<file path="src/rtl/irq_gate_pkg.sv">
package irq_gate_pkg;

  typedef struct packed {
    logic gieClr;
    logic gieSet;
  } irqStrobe_t;

  typedef enum logic [1:0] {
    ADDR_CTRL      = 2'd0,
    ADDR_CORE_FLAG = 2'd1,
    ADDR_PERI_EN   = 2'd2,
    ADDR_PERI_FLAG = 2'd3
  } regAddr_t;

endpackage

</file>
<file path="src/rtl/irq_flag_bank.sv">
module irq_flag_bank #(
  parameter int NUM_SRC = 4
) (
  input  logic               clk,
  input  logic               rstN,
  input  logic [NUM_SRC-1:0] evt,
  input  logic               flagWr,
  input  logic               enWr,
  input  logic [NUM_SRC-1:0] wrBits,
  output logic [NUM_SRC-1:0] flags,
  output logic [NUM_SRC-1:0] enables,
  output logic               hit
);

  // An event in the same cycle as a write overrides the written value.
  always_ff @(posedge clk or negedge rstN) begin
    if (!rstN) begin
      flags   <= '0;
      enables <= '0;
    end else begin
      flags <= (flagWr ? wrBits : flags) | evt;
      if (enWr) enables <= wrBits;
    end
  end

  assign hit = |(flags & enables);

  genvar i;
  generate
    for (i = 0; i < NUM_SRC; i++) begin : g_chk
      assert_evt_sets_R3: assert property (@(posedge clk) disable iff (!rstN)
        evt[i] |=> flags[i]);
      assert_flag_holds_R3: assert property (@(posedge clk) disable iff (!rstN)
        (!evt[i] && !flagWr) |=> $stable(flags[i]));
      assert_evt_beats_clear_R4: assert property (@(posedge clk) disable iff (!rstN)
        (flagWr && evt[i]) |=> flags[i]);
    end
  endgenerate

endmodule

</file>
<file path="src/rtl/irq_gate_dp.sv">
module irq_gate_dp
  import irq_gate_pkg::*;
#(
  parameter int NUM_CORE   = 3,
  parameter int NUM_PERIPH = 4,
  parameter int DATA_W     = 8
) (
  input  logic                  clk,
  input  logic                  rstN,
  input  logic [NUM_CORE-1:0]   coreEvt,
  input  logic [NUM_PERIPH-1:0] periEvt,
  input  logic                  wrEn,
  input  logic [1:0]            wrAddr,
  input  logic [DATA_W-1:0]     wrData,
  input  logic [1:0]            rdAddr,
  output logic [DATA_W-1:0]     rdData,
  input  irqStrobe_t            strb,
  output logic                  gie,
  output logic                  pendingAny,
  output logic                  wakeAny
);

  localparam int GIE_BIT  = DATA_W - 1;
  localparam int PEIE_BIT = DATA_W - 2;

  logic                  peie;
  logic [NUM_CORE-1:0]   coreFlags, coreEns;
  logic [NUM_PERIPH-1:0] periFlags, periEns;
  logic                  coreHit, periHit;
  logic                  ctrlWr;

  assign ctrlWr = wrEn && (wrAddr == ADDR_CTRL);

  irq_flag_bank #(.NUM_SRC(NUM_CORE)) u_coreBank (
    .clk(clk), .rstN(rstN), .evt(coreEvt),
    .flagWr(wrEn && (wrAddr == ADDR_CORE_FLAG)),
    .enWr(ctrlWr),
    .wrBits(wrData[NUM_CORE-1:0]),
    .flags(coreFlags), .enables(coreEns), .hit(coreHit)
  );

  irq_flag_bank #(.NUM_SRC(NUM_PERIPH)) u_periBank (
    .clk(clk), .rstN(rstN), .evt(periEvt),
    .flagWr(wrEn && (wrAddr == ADDR_PERI_FLAG)),
    .enWr(wrEn && (wrAddr == ADDR_PERI_EN)),
    .wrBits(wrData[NUM_PERIPH-1:0]),
    .flags(periFlags), .enables(periEns), .hit(periHit)
  );

  // Priority on the visible global enable: accept, then return, then software.
  always_ff @(posedge clk or negedge rstN) begin
    if (!rstN) begin
      gie  <= 1'b0;
      peie <= 1'b0;
    end else begin
      if (strb.gieClr)      gie <= 1'b0;
      else if (strb.gieSet) gie <= 1'b1;
      else if (ctrlWr)      gie <= wrData[GIE_BIT];
      if (ctrlWr) peie <= wrData[PEIE_BIT];
    end
  end

  assign pendingAny = coreHit | (peie & periHit);
  assign wakeAny    = coreHit | periHit;

  always_comb begin
    rdData = '0;
    unique case (rdAddr)
      ADDR_CTRL: begin
        rdData[GIE_BIT]        = gie;
        rdData[PEIE_BIT]       = peie;
        rdData[NUM_CORE-1:0]   = coreEns;
      end
      ADDR_CORE_FLAG: rdData[NUM_CORE-1:0]   = coreFlags;
      ADDR_PERI_EN:   rdData[NUM_PERIPH-1:0] = periEns;
      default:        rdData[NUM_PERIPH-1:0] = periFlags;
    endcase
  end

  assert_accept_clears_gie_R8: assert property (@(posedge clk) disable iff (!rstN)
    strb.gieClr |=> !gie);
  assert_return_sets_gie_R10: assert property (@(posedge clk) disable iff (!rstN)
    (strb.gieSet && !strb.gieClr) |=> gie);
  assert_peri_gated_R6: assert property (@(posedge clk) disable iff (!rstN)
    (!peie && !coreHit) |-> !pendingAny);

endmodule

</file>
<file path="src/rtl/irq_gate_ctrl.sv">
module irq_gate_ctrl
  import irq_gate_pkg::*;
(
  input  logic       clk,
  input  logic       rstN,
  input  logic       pendingAny,
  input  logic       gie,
  input  logic       irqAccept,
  input  logic       irqReturn,
  output irqStrobe_t strb,
  output logic       irqReq,
  output logic       vecFetch
);

  logic intEn;
  logic take;

  assign irqReq = pendingAny & gie & intEn;
  assign take   = irqAccept & irqReq;

  always_comb begin
    strb        = '0;
    strb.gieClr = take;
    strb.gieSet = irqReturn & ~take;
  end

  always_ff @(posedge clk or negedge rstN) begin
    if (!rstN) begin
      intEn    <= 1'b1;
      vecFetch <= 1'b0;
    end else begin
      if (take)           intEn <= 1'b0;
      else if (irqReturn) intEn <= 1'b1;
      vecFetch <= take;
    end
  end

  assert_entry_masks_R8: assert property (@(posedge clk) disable iff (!rstN)
    take |=> !irqReq);
  assert_vec_source_R8: assert property (@(posedge clk) disable iff (!rstN)
    vecFetch |-> $past(irqAccept && irqReq));
  assert_vec_single_R8: assert property (@(posedge clk) disable iff (!rstN)
    vecFetch |=> !vecFetch);
  assert_idle_accept_R9: assert property (@(posedge clk) disable iff (!rstN)
    (irqAccept && !irqReq && !irqReturn) |=> $stable(intEn));
  assert_return_opens_R10: assert property (@(posedge clk) disable iff (!rstN)
    (irqReturn && !take) |=> intEn);

endmodule

</file>
<file path="src/rtl/irq_gate.sv">
module irq_gate
  import irq_gate_pkg::*;
#(
  parameter int NUM_CORE   = 3,
  parameter int NUM_PERIPH = 4,
  parameter int DATA_W     = 8
) (
  input  logic                  clk,
  input  logic                  rstN,
  input  logic [NUM_CORE-1:0]   coreEvt,
  input  logic [NUM_PERIPH-1:0] periEvt,
  input  logic                  wrEn,
  input  logic [1:0]            wrAddr,
  input  logic [DATA_W-1:0]     wrData,
  input  logic [1:0]            rdAddr,
  output logic [DATA_W-1:0]     rdData,
  input  logic                  irqAccept,
  input  logic                  irqReturn,
  output logic                  irqReq,
  output logic                  vecFetch,
  output logic                  wake
);

  irqStrobe_t strb;
  logic       gie, pendingAny, wakeAny;

  irq_gate_dp #(.NUM_CORE(NUM_CORE), .NUM_PERIPH(NUM_PERIPH), .DATA_W(DATA_W)) u_dp (
    .clk(clk), .rstN(rstN), .coreEvt(coreEvt), .periEvt(periEvt),
    .wrEn(wrEn), .wrAddr(wrAddr), .wrData(wrData),
    .rdAddr(rdAddr), .rdData(rdData),
    .strb(strb), .gie(gie), .pendingAny(pendingAny), .wakeAny(wakeAny)
  );

  irq_gate_ctrl u_ctrl (
    .clk(clk), .rstN(rstN), .pendingAny(pendingAny), .gie(gie),
    .irqAccept(irqAccept), .irqReturn(irqReturn),
    .strb(strb), .irqReq(irqReq), .vecFetch(vecFetch)
  );

  assign wake = wakeAny;

  assert_req_implies_wake_R12: assert property (@(posedge clk) disable iff (!rstN)
    irqReq |-> wake);

endmodule

</file>
<file path="config.mk">
export PLATFORM = sky130hd
export DESIGN_NAME = irq_gate
export DESIGN_NICKNAME = d
export VERILOG_FILES = /design/src/rtl/irq_gate_pkg.sv /design/src/rtl/irq_flag_bank.sv /design/src/rtl/irq_gate_dp.sv /design/src/rtl/irq_gate_ctrl.sv /design/src/rtl/irq_gate.sv
export SDC_FILE = /design/constraint.sdc
export NUM_CORES = 1
export LEC_CHECK = 0
export ABC_AREA = 1
export BUFFER_PORTS_ARGS = -buffer_cell sky130_fd_sc_hd__buf_2
export CELL_PAD_IN_SITES_DETAIL_PLACEMENT = 0
export CELL_PAD_IN_SITES_GLOBAL_PLACEMENT = 1
export CORE_MARGIN = 2
export CORE_UTILIZATION = 30
export CTS_CLUSTER_SIZE = 8
export DETAILED_ROUTE_END_ITERATION = 6
export PLACE_DENSITY = 0.71
export SLEW_MARGIN = 20
export SYNTH_ARGS = -nofsm -noshare
export SYNTH_HDL_FRONTEND = slang
export SYNTH_HIERARCHICAL = 1
export SYNTH_SLANG_ARGS = --single-unit
</file>
<file path="constraint.sdc">
create_clock -name clk -period 1.7 [get_ports clk]
set_clock_uncertainty 0.15 [all_clocks]
set_input_delay 0.34 -clock clk [delete_from_list [all_inputs] [get_ports clk]]
set_output_delay 0.34 -clock clk [all_outputs]
set_load 0.02 [all_outputs]
</file>
## Word level (Yosys, flattened, before mapping)

Cells that the tools add are included.
W data, S select, Z words.

- Bits in registers: 18
- Bits in latches: 0
- Memory bits (writable): 0
- Memory bits (read-only): 0
- Input port bits: 24
- Output and inout port bits: 11
- Word-level logic and storage cells: 46
- Memories: 0

- $add $sub $neg: 0
- Multiply operators: 0
- Div/mod/pow operators: 0
- Magnitude comparators: 0
- Equal/unequal tests: 5
- Shift operators: 0
- Mux-type cells: 10
- Bitwise logic cells: 12
- Reductions and logical operators: 11

Operators with widths:

| cell | count |
|---|---|
| $pmux W3 S3 | 1 |
| $eq A2 B2 Y1 const B | 3 |
| $and A1 B1 Y1 | 5 |
| $mux W1 | 5 |
| $and A4 B4 Y4 | 1 |
| $eq A2 B1 Y1 const B | 2 |
| $logic_and A1 B1 Y1 | 4 |
| $logic_not A2 Y1 | 2 |
| $mux W4 | 1 |
| $or A4 B4 Y4 | 1 |
| $reduce_or A4 Y1 | 1 |
| $and A3 B3 Y3 | 1 |
| $mux W3 | 1 |
| $or A3 B3 Y3 | 1 |
| $reduce_bool A3 Y1 | 1 |
| $reduce_or A3 Y1 | 1 |
| $mux W2 | 1 |
| $or A1 B1 Y1 | 2 |
| $pmux W1 S2 | 1 |
| $reduce_bool A2 Y1 | 1 |
| $reduce_or A2 Y1 | 1 |
| $not A1 Y1 | 1 |

## Depth between registers and ports, before layout

Gate-level depths: netlist (run 1).

- Depth after elaboration: 11
- Mapped depth: 13
- Mapped depth without buffers: 13

## Hierarchy

The synthesis (run 1) kept the hierarchy.

By module, submodules not included:

| module | instances | cells each | area each (um^2) | seq. area each (um^2) |
|---|---|---|---|---|
| irq_flag_bank (u_dp.u_periBank) | 1 | 42 | 337.8 | 200.2 |
| irq_gate_dp | 1 | 56 | 329.1 | 50.0 |
| irq_flag_bank (u_dp.u_coreBank) | 1 | 32 | 256.5 | 150.1 |
| irq_gate_ctrl | 1 | 11 | 97.6 | 51.3 |

## Worst setup path before layout (run 1)

No wires, ideal clock.

- Path type: flip-flop to flip-flop
- Start point: reg u_dp.u_periBank.enables[0]
- End point: reg u_dp.gie
- Library setup time: 0.116 ns
- Data arrival time: 1.278 ns
- Data required time: 1.434 ns
- Slack: 0.155 ns
- Cell stages (with the launch flop): 14
- Path buffers: 0
- Period minus slack after synthesis: 1.545 ns
- Cell sequence: dfrtp_1 nand2_1 nand2_1 inv_1 nand2_1 inv_1 o21ai_0 nand3_2 nor2_2 nor2_1 nor2_1 nand2_1 nand2_1 nand2_1

RTL lines:

| item | line | source |
|---|---|---|
| start, declared | irq_flag_bank.sv:11 | `output logic [NUM_SRC-1:0] enables,` |
| start signal, assigned | irq_flag_bank.sv:22 | `if (enWr) enables <= wrBits;` |
| end signal, assigned | irq_gate_dp.sv:58 | `else if (ctrlWr) gie <= wrData[GIE_BIT];` |
| end, declared | irq_gate_dp.sv:18 | `output logic gie,` |

## Worst setup path in the final report (run 1)

- Start point: reg u_dp.u_periBank.enables[2]
- End point: out irqReq

- Word-level cells in the longest chain between the ends: 6

RTL lines:

| item | line | source |
|---|---|---|
| $and A4 B4 Y4 | irq_flag_bank.sv:26 | `assign hit = \|(flags & enables);` |
| $reduce_or A4 Y1 | irq_flag_bank.sv:26 |  |
| named net u_dp.periHit | irq_gate_dp.sv:29 | `logic coreHit, periHit;` |
| $and A1 B1 Y1 | irq_gate_dp.sv:63 | `assign pendingAny = coreHit \| (peie & periHit);` |
| $or A1 B1 Y1 | irq_gate_dp.sv:63 |  |
| named net pendingAny | irq_gate.sv:25 | `logic gie, pendingAny, wakeAny;` |
| $and A1 B1 Y1 (2 in series) | irq_gate_ctrl.sv:18 | `assign irqReq = pendingAny & gie & intEn;` |
| end, declared | irq_gate.sv:19 | `output logic irqReq,` |

The timed path passes the listed nets, and every way through them passes these cells.

==> flow_summary.json, run 1 <==
{
  "viasPerCell": 4.23,
  "worst-endpoint-required_ps": 1210,
  "start_kind": "flip-flop",
  "first_global_vias": 875,
  "hp-class": "in -> reg",
  "endpoint_kind": "output pin",
  "first_iter_violations": 20,
  "crit_path_max_fanout": 2,
  "io_pins": 35,
  "yosysSeqAreaShare": 0.442,
  "max_clock_freq_ghz": 0.548,
  "path_clk_slew_ps": 110,
  "num-fill-cells": 366,
  "violations": "negative setup slack",
  "ys_types": 18,
  "hpwl_um": 1830,
  "grt_max_degree": 19,
  "multiInputGateArea_um2": 444,
  "synth_area_leader_cell": "dfrtp_1",
  "post-route-util": 0.413,
  "setup_tns_ps": -125,
  "synthTopCellsByArea": "dfrtp_1, nand2_1, nand3_1",
  "clkLatencyLatePin_ps": 290,
  "slew_viol_final": 0,
  "wl_um": 2300,
  "syn_avg_cell_area_um2": 7.24,
  "overflow": 0,
  "criticalPathCategory": "reg -> out",
  "antennaDiodeCount": 0,
  "initial_core_util": 0.308,
  "status": "finished with violations",
  "vias": 974,
  "ff_latch_area_um2": 452,
  "netlist_instances": 141,
  "synth_top_area_frac": 0.417,
  "htree_num_levels": 1,
  "die_area_um2": 3890,
  "setup_ws_ps": -125,
  "drt-wirelength-per-cell_um": 9.98,
  "portBuffers": 30,
  "tightestPinTransition_ps": 489,
  "fin_nets": 209,
  "grt_pass1_wl_um": 3870,
  "cts_tree": "yes",
  "yosysWarnings": 6,
  "reg2reg_from": "u_dp/u_periBank/enables[2]",
  "fin_cells": 230,
  "syn-cell-area_um2": 1020,
  "drtAntennaViolNets": 0,
  "cellPowerDensity_nw_per_um2": 931,
  "antenna_found_initial": 0,
  "cts-root-buf": "clkbuf_4",
  "core_um2": 3310,
  "peakVddDrop_uv": 253,
  "leakagePower_nw": 0.754,
  "layout_min_cycle_time_ps": 1830,
  "rsz0062_at_grt": "yes",
  "cts.sinks": 18,
  "clockBufferDepth": 2,
  "die_w_um": 62.3,
  "drc": 0,
  "post-route-period-util": 1.07,
  "rows": 21,
  "dp_cells": 221,
  "drtPass1Iterations": 5,
  "cp.arrival_ps": 1340,
  "die_y_um": 62.3,
  "area_delta_synth_final_pct": 33.8,
  "gp_congestion": 0.744,
  "slew_headroom": 0.671,
  "drive_gt1_frac": 0.364,
  "hold_violations": 0,
  "synth-seq-cells": 18,
  "setup_viol": 1,
  "maxCapViolations": 0,
  "crit_start": "u_dp/u_periBank/enables[2]",
  "groute.usage.overall": 0.126,
  "numCtsBuffers": 3,
  "hold_start": "periEvt[2]"
}
[critical path: stages, from the launching register on]
cell and delay [ps]:
dfrtp_1 360, nand2_1 70, nand2_1 60, inv_1 50
nand2_2 80, inv_2 40, o21ai_2 110, nand3_2 100
inv_2 60, buf_6 100
[cell usage after synthesis]
| library cell | count |
|---|---|
| o21ai_0 | 8 |
| nor2_8 | 1 |
| inv_2 | 7 |
| dfrtp_1 | 17 |
| nand2_1 | 42 |
| nand3_1 | 16 |
| nor2_1 | 6 |
| nand4_1 | 3 |
| a21oi_1 | 4 |
| buf_4 | 3 |
| nor2_2 | 4 |
| nand3_2 | 1 |
| nand2_2 | 1 |
| nor3_1 | 3 |
| conb_1 | 1 |
| buf_6 | 2 |
| inv_1 | 21 |
| dfstp_2 | 1 |
[kinds of logic after synthesis]
kind of cell | Yosys count | synth area share
compound gates | 12 | 0.0588
buf+inv | 33 | 0.147
flops | 18 | 0.442
other cells | 1 | 0.00367
simple gates | 77 | 0.348
[state kept, by name, indices dropped and copies added (netlist names)]
register and cells:
u_dp/u_coreBank/enables 3, u_dp/u_coreBank/flags 3, u_ctrl/intEn 1, u_ctrl/vecFetch 1, u_dp/u_periBank/flags 4, u_dp/u_periBank/enables 4, u_dp/peie 1, u_dp/gie 1
[where the power goes]
part           internal, mW  total [mW]  switching [mW]
Sequential            0.505       0.551          0.0461
Clock                 0.130       0.259           0.128
Combinational         0.206       0.461           0.255
[layout by cell type, fill, tap and decap left out]
cell           synthesis  final
nand2_1               42     41
buf_2                  0     26
inv_1                 21     19
dfrtp_1               17     17
nand3_1               16     14
buf_4                  3     13
inv_2                  7      9
o21ai_0                8      7
nor2_1                 6      6
a21oi_1                4      4
clkbuf_4               0      3
buf_6                  2      3
nand3_2                1      3
nand4_1                3      3
nor2_2                 4      3
nor3_1                 3      3
nand2_2                1      2
conb_1                 1      2
clkbuf_8               0      1
dlygate4sd3_1          0      1
nor2_4                 0      1
dfstp_2                1      1
nor2_8                 1      1
o21ai_2                0      1
[metal layers]
layer  global-route usage  routed length (um)  vias to the layer above
li1                     -                   -                      521
met1                0.167                1120                      424
met2                0.197                1040                       25
met3               0.0145                  89                        4
met4               0.0806                  48                        0
met5                    0                   0                        -
[per-stage QoR]
stage	cell area (um2)	hold WS, ps	power, mW	setup slack, ps
floorplan	1020	-106	0.809	155
global placement	1250	132	0.928	39.3
detailed placement	1250	141	0.936	20.2
CTS	1340	66.8	1.27	-133
global route	1370	57.7	1.37	-234
finish	1370	67.9	1.27	-125
[path summary, 6_finish.rpt]
path                                       endpoint  slack (ps)  cells after the start
max                                          irqReq        -130                      9
min                        u_dp/u_periBank/flags[2]          70                      3
max reg2reg                                u_dp/gie           0                     14
min reg2reg                            u_ctrl/intEn         350                      2
max in group asynchronous              u_ctrl/intEn         720                      2
min in group asynchronous  u_dp/u_periBank/flags[2]         340                      2
[repair_timing]
item,CTS,global route
hold endpoints to repair,17,0
buffers inserted,4,1
endpoints found under the setup margin,2,5
pin swaps,5,8
resized for setup,8,7
hold buffers,1,0
[final cells by class]
type                       instances  area share
inverter                          28      0.0769
tap                               46      0.0421
multi-input combinational         91       0.325
clock buffer                       4      0.0266
timing repair buffer              43       0.199
sequential                        18       0.331
(Power assumes the default switching activity.)
==> run 2: changes to the inputs <==
--- a/config.mk
+++ b/config.mk
@@ -9,6 +9,7 @@
 export BUFFER_PORTS_ARGS = -buffer_cell sky130_fd_sc_hd__buf_2
 export CELL_PAD_IN_SITES_DETAIL_PLACEMENT = 0
 export CELL_PAD_IN_SITES_GLOBAL_PLACEMENT = 1
+export CORE_ASPECT_RATIO = 0.7
 export CORE_MARGIN = 2
 export CORE_UTILIZATION = 30
 export CTS_CLUSTER_SIZE = 8
==> constraint.sdc (replaced) <==
create_clock -name clk -period 1.5 [get_ports clk]
set_clock_uncertainty 0.15 [all_clocks]
set_input_delay 0.3 -clock clk [delete_from_list [all_inputs] [get_ports clk]]
set_output_delay 0.3 -clock clk [all_outputs]
set_load 0.02 [all_outputs]
==> run 2 against run 1 <==
  * The flow still finishes with violations (negative setup slack)
  * Highest routed layer unchanged
  * Sequential power increased by 13%
  * Non-clock buffer count increased by 11
  * Largest cell class is now multi-input combinational cells
  * Sequential cell count unchanged
==> flow_summary.json, run 2 (synthesized netlist as in run 1, its figures left out) <==
{
  "status": "finished with violations",
  "violations": "negative setup slack",
  "critical_path.cell_chain": "nand2_1 -> nand2_1 -> inv_1 -> nand2_1 -> inv_2 -> o21ai_2 -> nand3_2 -> inv_2 -> buf_6",
  "hold_violations": 0,
  "hpwl_um": 2010,
  "overflow": 0,
  "final_cell_mix": "nand2_1, buf_2, buf_4, inv_1, dfrtp_1",
  "endpoint_kind": "output pin",
  "path_clk_slew_ps": 70,
  "fin_nets": 220,
  "die_area_um2": 3890,
  "htree_num_levels": 1,
  "crit_path_max_incr_delay_ps": 350,
  "drtAntennaViolNets": 0,
  "cts-root-buf": "clkbuf_8",
  "max_clock_freq_ghz": 0.586,
  "wl_um": 2610,
  "initial_core_util": 0.320,
  "groute.usage.overall": 0.149,
  "cp_slowest_cell": "dfrtp_1",
  "post-route-period-util": 1.14,
  "criticalPathCategory": "reg -> out",
  "start_kind": "flip-flop",
  "antennaDiodeCount": 0,
  "post-route-util": 0.473,
  "r2r_cells": 13,
  "maxCapViolations": 0,
  "core_um2": 3190,
  "cellPowerDensity_nw_per_um2": 1020,
  "setup_viol": 6,
  "die_y_um": 52.8,
  "cp.arrival_ps": 1260,
  "hp-class": "in -> reg",
  "worst-path-buf-inv": 4,
  "drtPass1Iterations": 4,
  "grt_pass1_wl_um": 4360,
  "die_w_um": 73.7,
  "crit_top_cell": "nand2_1",
  "whs_path_depth": 3,
  "clockBufferDepth": 2,
  "portBuffers": 30,
  "gp_congestion": 0.775,
  "clkLatencyLatePin_ps": 250,
  "area_delta_synth_final_pct": 47.8,
  "crit_path_max_fanout": 2,
  "vias": 1004,
  "leakagePower_nw": 0.830,
  "final_area_um2": 1510,
  "worst-endpoint-required_ps": 1050,
  "viasPerCell": 4.31,
  "layout_min_cycle_time_ps": 1710,
  "io_pins": 35,
  "crit_family": "flip-flops",
  "critical_path_depth": 9,
  "rsz0062_at_grt": "yes",
  "cts.sinks": 18,
  "setup_ws_ps": -207,
  "numCtsBuffers": 3,
  "antenna_found_initial": 0,
  "largestRegisters": "u_dp/u_periBank/enables (4), u_dp/u_periBank/flags (4)",
  "first_iter_violations": 57,
  "dpl_cell_area_um2": 1310,
  "final_common_cell": "nand2_1",
  "drive_gt1_frac": 0.436,
  "grt_max_degree": 19,
  "first_global_vias": 983,
  "total_power_mw": 1.54,
  "drc": 0,
  "slew_viol_final": 0,
  "peakVddDrop_uv": 378,
  "drt-wirelength-per-cell_um": 11.2,
  "rows": 17,
  "cts_tree": "yes"
}
-- run 2: changes by cell type in the layout (fill, tap and decap cells not counted), sizes merged --
cell	delta
buf	+11
-- run 2: repair_timing --
item | CTS | global route
setup endpoints to repair | 7 | 7
gates resized for setup | 23 | 8
hold buffers | 1 | 0
cloned | 0 | 0
hold endpoints to repair | 17 | 0
pin swaps | 10 | 9
setup buffers | 5 | 3
-- run 2: stage by stage --
step                hold slack [ps]  instances  setup slack (ps)  setup TNS [ps]
floorplan                      -146        142              6.72               0
global placement               95.3        223             -66.7           -78.8
detailed placement              106        223             -68.6           -68.6
CTS                            76.6        232              -218            -634
global route                   90.1        233              -308           -1170
finish                         78.2        233              -207            -611
-- run 2: per-layer routing --
metal | global-route usage | routed length (um)
met5 | 0 | 0
met2 | 0.223 | 1080
met3 | 0.0231 | 156
met4 | 0.0455 | 19
met1 | 0.220 | 1360
-- run 2: final cells by class --
class	instances	area (um2)
Tap cell	38	47.5
Sequential cell	18	452
Clock buffer	4	45.0
Fill cell	312	1680
Timing Repair Buffer	54	385
Inverter	28	105
Multi-Input combinational cell	91	474
-- run 2: report_power, final --
part,switching [mW],internal [mW],total [mW],leakage (nW)
Combinational,0.313,0.270,0.583,0.607
Clock,0.148,0.188,0.336,0.0228
Sequential,0.0501,0.574,0.624,0.200
Total,0.511,1.03,1.54,0.830
-- run 2: worst min-delay path: stages --
cell,delay (ps)
buf_2,70
a21oi_1,30
nand2_1,40
-- run 2: worst paths after layout --
kind | to | slack [ps] | from
max in group asynchronous | u_ctrl/intEn | 510 | rstN
max | irqReq | -210 | u_dp/u_periBank/enables[0]
min in group asynchronous | u_dp/u_periBank/enables[0] | 360 | rstN
min reg2reg | u_dp/peie | 340 | u_dp/peie
max reg2reg | u_dp/gie | -70 | u_dp/u_periBank/enables[0]
min | u_dp/u_periBank/flags[2] | 80 | periEvt[2]
==> run 3: changes to the inputs <==
==> constraint.sdc (replaced) <==
create_clock -name clk -period 1.4 [get_ports clk]
set_clock_uncertainty 0.15 [all_clocks]
set_input_delay 0.28 -clock clk [delete_from_list [all_inputs] [get_ports clk]]
set_output_delay 0.28 -clock clk [all_outputs]
set_load 0.02 [all_outputs]
==> run 3 against run 2 <==
  * The run still ends with negative setup slack left
  * Register-to-register slack got worse by 260 ps
  * First-iteration DRC count shrank 40%
  * Cell count is 1.3% higher
  * Sequential share of layout area fell by 0.94 points
  * Critical path type unchanged
  * Largest power group is now combinational logic
==> flow_summary.json, run 3 (synthesized netlist as in run 1, its figures left out) <==
{
  "status": "finished with violations",
  "violations": "negative setup slack",
  "hpwl_um": 2040,
  "vias": 1051,
  "gp_congestion": 0.777,
  "clkLatencyLatePin_ps": 250,
  "peakVddDrop_uv": 335,
  "drt-wirelength-per-cell_um": 11.8,
  "start_kind": "flip-flop",
  "dpl_cell_area_um2": 1330,
  "antennaDiodeCount": 0,
  "cp.arrival_ps": 1320,
  "groute.usage.overall": 0.150,
  "cts-root-buf": "clkbuf_8",
  "critical_path.cell_chain": "nand2_1 -> nand2_1 -> inv_1 -> nand2_1 -> inv_2 -> o21ai_2 -> nand3_2 -> inv_2 -> buf_6",
  "grt_pass1_wl_um": 4350,
  "cts.sinks": 18,
  "fin_nets": 223,
  "viasPerCell": 4.45,
  "largestRegisters": "u_dp/u_periBank/enables (4), u_dp/u_periBank/flags (4)",
  "r2r_end": "u_dp/gie",
  "die_w_um": 73.7,
  "clockBufferDepth": 2,
  "post-route-period-util": 1.25,
  "crit_family": "flip-flops",
  "cts_tree": "yes",
  "post-route-util": 0.488,
  "endpoint_kind": "output pin",
  "path_clk_slew_ps": 70,
  "leakagePower_nw": 0.852,
  "drtPass1Iterations": 4,
  "drtAntennaViolNets": 0,
  "whs_path_depth": 3,
  "hold_start": "periEvt[2]",
  "crit_path_max_fanout": 2,
  "hp-class": "in -> reg",
  "numCtsBuffers": 3,
  "max_clock_freq_ghz": 0.571,
  "die_y_um": 52.8,
  "portBuffers": 30,
  "hold_violations": 0,
  "final_common_cell": "nand2_1",
  "setup_ws_ps": -352,
  "antenna_found_initial": 0,
  "first_iter_violations": 34,
  "rows": 17,
  "whs_endpoint": "u_dp/u_periBank/flags[2]",
  "setup_viol": 9,
  "cp_slowest_cell": "dfrtp_1",
  "slew_viol_final": 0,
  "r2r_setup_slack_ps": -330,
  "drc": 0,
  "area_delta_synth_final_pct": 52.6,
  "htree_num_levels": 1,
  "crit_path_max_incr_delay_ps": 360,
  "final_area_um2": 1560,
  "cellPowerDensity_nw_per_um2": 1160,
  "drive_gt1_frac": 0.439,
  "worst-endpoint-required_ps": 970,
  "maxCapViolations": 0,
  "crit_top_cell": "nand2_1",
  "initial_core_util": 0.320,
  "core_um2": 3190,
  "wl_um": 2790,
  "num-fill-cells": 313,
  "criticalPathCategory": "reg -> out",
  "overflow": 0,
  "layout_min_cycle_time_ps": 1750,
  "r2r_cells": 14,
  "grt_max_degree": 19,
  "worst-path-buf-inv": 4,
  "final_cell_mix": "nand2_1, buf_2, buf_4",
  "first_global_vias": 945,
  "rsz0062_at_grt": "yes",
  "die_area_um2": 3890,
  "hold_ws_ps": 62.0,
  "io_pins": 35,
  "reg2reg_from": "u_dp/u_periBank/flags[0]"
}
==> run 3: cell count changes in the layout (fill, tap and decap cells not counted), moves of 2 or more <==
cell and delta:
buf_2 -2, nand3_1 +2, buf_6 +5, nand3_2 -2
==> run 3: layer usage <==
metal,GRT usage,vias up,part of all wire
met2,0.213,27,0.45
met4,0.0455,0,0.0097
met5,0,-,0
met1,0.229,477,0.49
li1,-,545,-
met3,0.0231,2,0.058
==> run 3: layout make-up <==
class / instances / area (um2) / area share
clock buffer: 4 / 55.1 / 0.0353
inverter: 28 / 105 / 0.0675
multi-input combinational: 91 / 467 / 0.300
sequential: 18 / 452 / 0.290
tap: 38 / 47.5 / 0.0305
timing repair buffer: 57 / 432 / 0.277
==> run 3: report_power, final <==
group / total [mW] / switching (mW) / internal [mW] / leakage [nW]
clock: 0.419 / 0.169 / 0.249 / 0.0288
combinational: 0.712 / 0.363 / 0.349 / 0.623
sequential: 0.673 / 0.0583 / 0.615 / 0.200
==> run 3: worst max-delay path by stage <==
stage	from	endpoint	slack (ps)	cells past startpoint
2_1_floorplan	u_dp/u_periBank/enables[0]	u_dp/gie	-70	13
3_3_place_gp	u_dp/u_periBank/flags[2]	u_dp/gie	-150	13
3_5_place_dp	u_dp/u_periBank/flags[2]	u_dp/gie	-170	13
4_1_cts	u_dp/u_periBank/flags[2]	irqReq	-290	9
5_1_grt	u_dp/u_periBank/flags[0]	u_dp/gie	-450	14
6_report	u_dp/u_periBank/flags[0]	irqReq	-350	9
==> run 3: through the flow <==
| step | setup slack (ps) | power, mW | TNS, ps | instances |
|---|---|---|---|---|
| finish | -352 | 1.80 | -2000 | 236 |
| global route | -449 | 1.92 | -2690 | 236 |
| CTS | -285 | 1.75 | -1530 | 234 |
| detailed placement | -170 | 1.22 | -293 | 224 |
| global placement | -151 | 1.21 | -273 | 224 |
| floorplan | -68.1 | 0.994 | -68.1 | 142 |
==> run 3: timing repair <==
action | 4_1_cts | 5_1_grt
buffers inserted | 5 | 4
gates resized for setup | 20 | 16
hold endpoints to repair | 17 | 0
hold buffers | 1 | 0
endpoints found under the setup margin | 9 | 11
pin swaps | 3 | 9
==> run 3: worst min-delay path, cell delays in order <==
cell and delay, ps:
buf_2 80, a21oi_1 30, nand2_1 40
